File: config.mk
export PLATFORM = sky130hd
export DESIGN_NAME = irq_blink_pin
export DESIGN_NICKNAME = d
export VERILOG_FILES = /design/src/rtl/irq_blink_pin_pkg.sv /design/src/rtl/ibp_pwm_ticker.sv /design/src/rtl/ibp_level_sel.sv /design/src/rtl/ibp_dimmer.sv /design/src/rtl/irq_blink_pin.sv
export SDC_FILE = /design/constraint.sdc
export NUM_CORES = 1
export LEC_CHECK = 0
export ABC_AREA = 1
export BUFFER_PORTS_ARGS = -buffer_cell sky130_fd_sc_hd__buf_2
export CAP_MARGIN = 25
export CORE_AREA = 2 2 39 41
export CTS_BUF_LIST = sky130_fd_sc_hd__clkbuf_2 sky130_fd_sc_hd__clkbuf_4 sky130_fd_sc_hd__clkbuf_8
export DETAILED_ROUTE_END_ITERATION = 10
export DIE_AREA = 0 0 41 43
export GPL_TIMING_DRIVEN = 0
export PLACE_DENSITY = 0.54
export SYNTH_ARGS = -nofsm -noshare
export SYNTH_HDL_FRONTEND = slang
export SYNTH_SLANG_ARGS = --single-unit
File: constraint.sdc
create_clock -name clk -period 1.15 [get_ports clk]
set_input_delay 0.0575 -clock clk [delete_from_list [all_inputs] [get_ports clk]]
set_output_delay 0.0575 -clock clk [all_outputs]
set_load 0.005 [all_outputs]
File: src/rtl/irq_blink_pin_pkg.sv
package irq_blink_pin_pkg;

    typedef struct packed {
        logic irq_en;
        logic blink_en;
        logic lvl_ph1;
        logic lvl_ph0;
    } pin_cfg_t;

    typedef enum logic [1:0] {
        MODE_IRQ    = 2'd0,
        MODE_STATIC = 2'd1,
        MODE_BLINK  = 2'd2
    } drive_mode_t;

    function automatic drive_mode_t decode_mode(input pin_cfg_t cfg);
        if (cfg.irq_en)        return MODE_IRQ;
        else if (cfg.blink_en) return MODE_BLINK;
        else                   return MODE_STATIC;
    endfunction

    function automatic logic phase_level(input pin_cfg_t cfg, input logic phase);
        return phase ? cfg.lvl_ph1 : cfg.lvl_ph0;
    endfunction

endpackage

File: src/rtl/ibp_pwm_ticker.sv
module ibp_pwm_ticker #(
    parameter int unsigned CNT_W = 4
) (
    input  logic             clk,
    input  logic             rst,
    input  logic             en_i,
    output logic [CNT_W-1:0] cnt_o
);
    localparam logic [CNT_W-1:0] CNT_MAX = {CNT_W{1'b1}};

    always_ff @(posedge clk) begin
        if (rst || !en_i) cnt_o <= '0;
        else              cnt_o <= cnt_o + 1'b1;
    end

    assert_wrap_R7: assert property (@(posedge clk) disable iff (rst)
        (en_i && cnt_o == CNT_MAX) |=> (cnt_o == '0));

    assert_step_R7: assert property (@(posedge clk) disable iff (rst)
        (en_i && cnt_o != CNT_MAX) |=> (cnt_o == $past(cnt_o) + 1'b1));

    assert_idle_zero_R8: assert property (@(posedge clk) disable iff (rst)
        !en_i |=> (cnt_o == '0));

endmodule

File: src/rtl/ibp_level_sel.sv
module ibp_level_sel
    import irq_blink_pin_pkg::*;
(
    input  pin_cfg_t    cfg_i,
    input  logic        phase_i,
    output drive_mode_t mode_o,
    output logic        level_o
);
    always_comb begin
        mode_o = decode_mode(cfg_i);
        unique case (mode_o)
            MODE_BLINK:  level_o = phase_level(cfg_i, phase_i);
            MODE_STATIC: level_o = cfg_i.lvl_ph0;
            default:     level_o = 1'b0;
        endcase
    end
endmodule

File: src/rtl/ibp_dimmer.sv
module ibp_dimmer #(
    parameter int unsigned CNT_W = 4
) (
    input  logic             level_i,
    input  logic             pwm_en_i,
    input  logic [CNT_W-1:0] cnt_i,
    input  logic [CNT_W-1:0] intensity_i,
    output logic             level_o
);
    logic on_tick;

    always_comb begin
        on_tick = !pwm_en_i || (cnt_i <= intensity_i);
        level_o = level_i && on_tick;
    end

    always_comb begin
        if (!pwm_en_i) assert_static_pass_R6: assert (level_o == level_i);
    end
endmodule

File: src/rtl/irq_blink_pin.sv
module irq_blink_pin
    import irq_blink_pin_pkg::*;
#(
    parameter int unsigned CNT_W = 4
) (
    input  logic             clk,
    input  logic             rst,
    input  logic             irq_en_i,
    input  logic             blink_en_i,
    input  logic             lvl_ph1_i,
    input  logic             lvl_ph0_i,
    input  logic             blink_phase_i,
    input  logic             irq_flag_i,
    input  logic [CNT_W-1:0] intensity_i,
    input  logic             pwm_en_i,
    output logic             pin_o
);
    pin_cfg_t         cfg;
    drive_mode_t      mode;
    logic             gp_level;
    logic             dim_level;
    logic [CNT_W-1:0] tick;
    logic             pin_d;

    assign cfg = '{irq_en: irq_en_i, blink_en: blink_en_i,
                   lvl_ph1: lvl_ph1_i, lvl_ph0: lvl_ph0_i};

    ibp_pwm_ticker #(.CNT_W(CNT_W)) ticker_i (
        .clk   (clk),
        .rst   (rst),
        .en_i  (pwm_en_i),
        .cnt_o (tick)
    );

    ibp_level_sel sel_i (
        .cfg_i   (cfg),
        .phase_i (blink_phase_i),
        .mode_o  (mode),
        .level_o (gp_level)
    );

    ibp_dimmer #(.CNT_W(CNT_W)) dim_i (
        .level_i     (gp_level),
        .pwm_en_i    (pwm_en_i),
        .cnt_i       (tick),
        .intensity_i (intensity_i),
        .level_o     (dim_level)
    );

    always_comb begin
        if (mode == MODE_IRQ) pin_d = !irq_flag_i;
        else                  pin_d = dim_level;
    end

    always_ff @(posedge clk) begin
        if (rst) pin_o <= 1'b1;
        else     pin_o <= pin_d;
    end

    assert_reset_high_R1: assert property (@(posedge clk)
        rst |=> pin_o);

    assert_irq_level_R2: assert property (@(posedge clk) disable iff (rst)
        irq_en_i |=> (pin_o == !$past(irq_flag_i)));

    assert_static_level_R4: assert property (@(posedge clk) disable iff (rst)
        (!irq_en_i && !blink_en_i && !pwm_en_i) |=> (pin_o == $past(lvl_ph0_i)));

    assert_blink_level_R5: assert property (@(posedge clk) disable iff (rst)
        (!irq_en_i && blink_en_i && !pwm_en_i)
        |=> (pin_o == ($past(blink_phase_i) ? $past(lvl_ph1_i) : $past(lvl_ph0_i))));

    assert_dark_tick_R7: assert property (@(posedge clk) disable iff (rst)
        (!irq_en_i && pwm_en_i && tick > intensity_i) |=> !pin_o);

endmodule

==> run metrics <==
Total Die Area=0.00176 sq mm; I/O pin cnt=14; Vias/cell=4.01; Setup CP Type=reg -> reg; met2 wire length=281 microns; TritonRoute pass-1 iters=4; Largest stage delay, worst path=350 ps; share of cells above drive strength 1=49.2%; via count=325; drt drc=0; HP Class=in -> reg; Post-layout nets=84; cell row count=14; Avg Synthesized Cell Area=6.75 sq um; slack of the critical path=72.1 ps; fmax=0.928 GHz; wirelength, routed=613 microns; Synth Register Bits=5; Final Cell Area=507 sq um; CP Cell Sequence=ha_4 > nand2_2 > nand2_1 > nand2_1 > nand2_1 > nand2_1 > nand2_1 > nand2_1; Place WS=10.5 ps; Seq/Total Area, Yosys=30.9%; top sig layer=met3; Power Density=956 mW/mm^2; antenna cells=0; slowest CP cell=dfxtp_4; placed cell area=409 sq um; final cell count without fillers=81; Setup crit end kind=register; status=completed; Yosys warnings=0; Synth-to-Final Area Change=56.4%; Critical Path Source Type=register; area share of the largest cell type after synthesis=30.9%; initial DRC count=5; Async SR Flop Fraction=0%; area leader, netlist=dfxtp_1; largest net degree at the start of global routing=5; CP top delay family=flip-flops; Worst-Skew Late Latency=230 ps; PortBufs=13; critical path data required time=1280 ps; total gr overflow=0; clock sink total=5; Arr. time, crit path=1210 ps; core box area=0.00138 sq mm; CTS tree=built; Routed Antenna Nets=0; Post-CTS Resized=0; Post-synth EDFFs=0; top cells by area, synth=dfxtp_1, ha_1, inv_1, nand2_1, nor2_1; Cells after Synth=48; most frequent cells after synthesis=inv_1, nand2_1, nor2_1; unrepaired setup endpoints after global routing=yes; H-tree Lvls=1; DIE WIDTH=41 microns; placed cells=77; Syn Nets=66; clock skew=0.187 ps; MaxCap Viol Count=0; clock-pin slew on the worst setup and hold paths=40 ps; crit path max fanout=3; Num CTS Buffers=3; max-slew violations=0; wire length on met1=269 microns; setup tns final=0 ps; Top FF cell, synth=dfxtp_1; CP bufs+invs=0; Final Setup Violations=0; Setup Fix Bufs, Post-CTS=0; clk buf depth=2; Worst path most repeated cell=nand2_1; vias in the first global route=268; Worst-Margin Slew=131 ps; Static Leak=0.258 nW; routability cong.=0.757; DR WL met3=62 microns; Cell Area, Synth=324 sq um; Yosys cell types=12; drt wl/cell=7.57 microns; r2r setup slk=70 ps; period utilisation layout=93.7%; minimum clock period=1080 ps; root buf cell=clkbuf_4; hpwl dp=455 microns; global-route wire length before repair=959 microns; Rel. slew slack=91.2%; Fillers=155; hold_buf cts=0; initial antenna violation count=0; Peak supply drop=0.778 mV; global-route usage over all layers=8.03%; Starting Density=23.4%; die height=43 microns; Final Hold Viols=0
flip-flops by register name, indices dropped and copies added, names as in the netlist:
name,count
pin_o,1
ticker_i.cnt_o,4
cell families (layout without fill, tap and decap cells):
group	count (synthesis)	count (layout)	synth area share, %
adder cells (fa/ha/maj)	5	5	19.3
AND/OR/NAND/NOR	23	23	28.6
flip-flops	5	5	30.9
XOR/XNOR	1	1	2.70
buffers and inverters	11	28	12.7
AO/OA/AOI/OAI	3	3	5.79
metrics by stage:
| stage | hold WS (ps) | power [mW] | utilization (%) |
|---|---|---|---|
| detailed placement | 270 | 0.251 | 29.6 |
| global placement | 266 | 0.249 | 29.6 |
| global route | 37.9 | 0.523 | 36.6 |
| CTS | 17.3 | 0.482 | 31.7 |
| finish | 25.7 | 0.484 | 36.6 |
| floorplan | 156 | 0.222 | - |
path summary, 6_finish.rpt:
path | start | to | depth (start not counted)
worst max-delay path | ticker_i.cnt_o[1] | pin_o | 8
worst min-delay path | rst | pin_o | 3
worst max register to register | ticker_i.cnt_o[1] | pin_o | 8
worst min register to register | ticker_i.cnt_o[0] | ticker_i.cnt_o[0] | 1
area by class of cell:
class                   instances  area, sq um  area share (%)
clock buffers                   4         30.0            5.93
inverters                      11         41.3            8.15
multi-input cells              32          240            47.4
flip-flops and latches          5          110            21.7
well taps                      16         20.0            3.95
repair buffers                 13         65.1            12.8
layout by cell type (no fill, tap or decap), types with 2 or more instances in the layout:
cell,count
buf_2,13
clkbuf_4,4
dfxtp_2,2
dfxtp_4,2
ha_4,4
inv_1,9
inv_2,2
nand2_1,8
nand2_2,3
nor2_1,9
power breakdown:
group | total [mW] | leakage, nW | switching (mW) | internal, mW
clock | 0.220 | 0.0184 | 0.0660 | 0.154
sequential | 0.182 | 0.0433 | 0.00467 | 0.177
combinational | 0.0825 | 0.197 | 0.0386 | 0.0439
total | 0.484 | 0.258 | 0.109 | 0.375
worst reg2reg max path, stage by stage, from the launching register on:
cell and delay (ps):
dfxtp_4 350, ha_4 270, nand2_2 40, nand2_1 60, nand2_1 50, nand2_1 50
nand2_1 50, nand2_1 60, nand2_1 40
metal layers:
layer / global-route usage, % / vias to the layer above
met4: 0 / 0
met2: 12.2 / 15
met3: 6.81 / 0
met5: 0 / -
li1: - / 177
met1: 9.00 / 133
(Power assumes the default switching activity.)
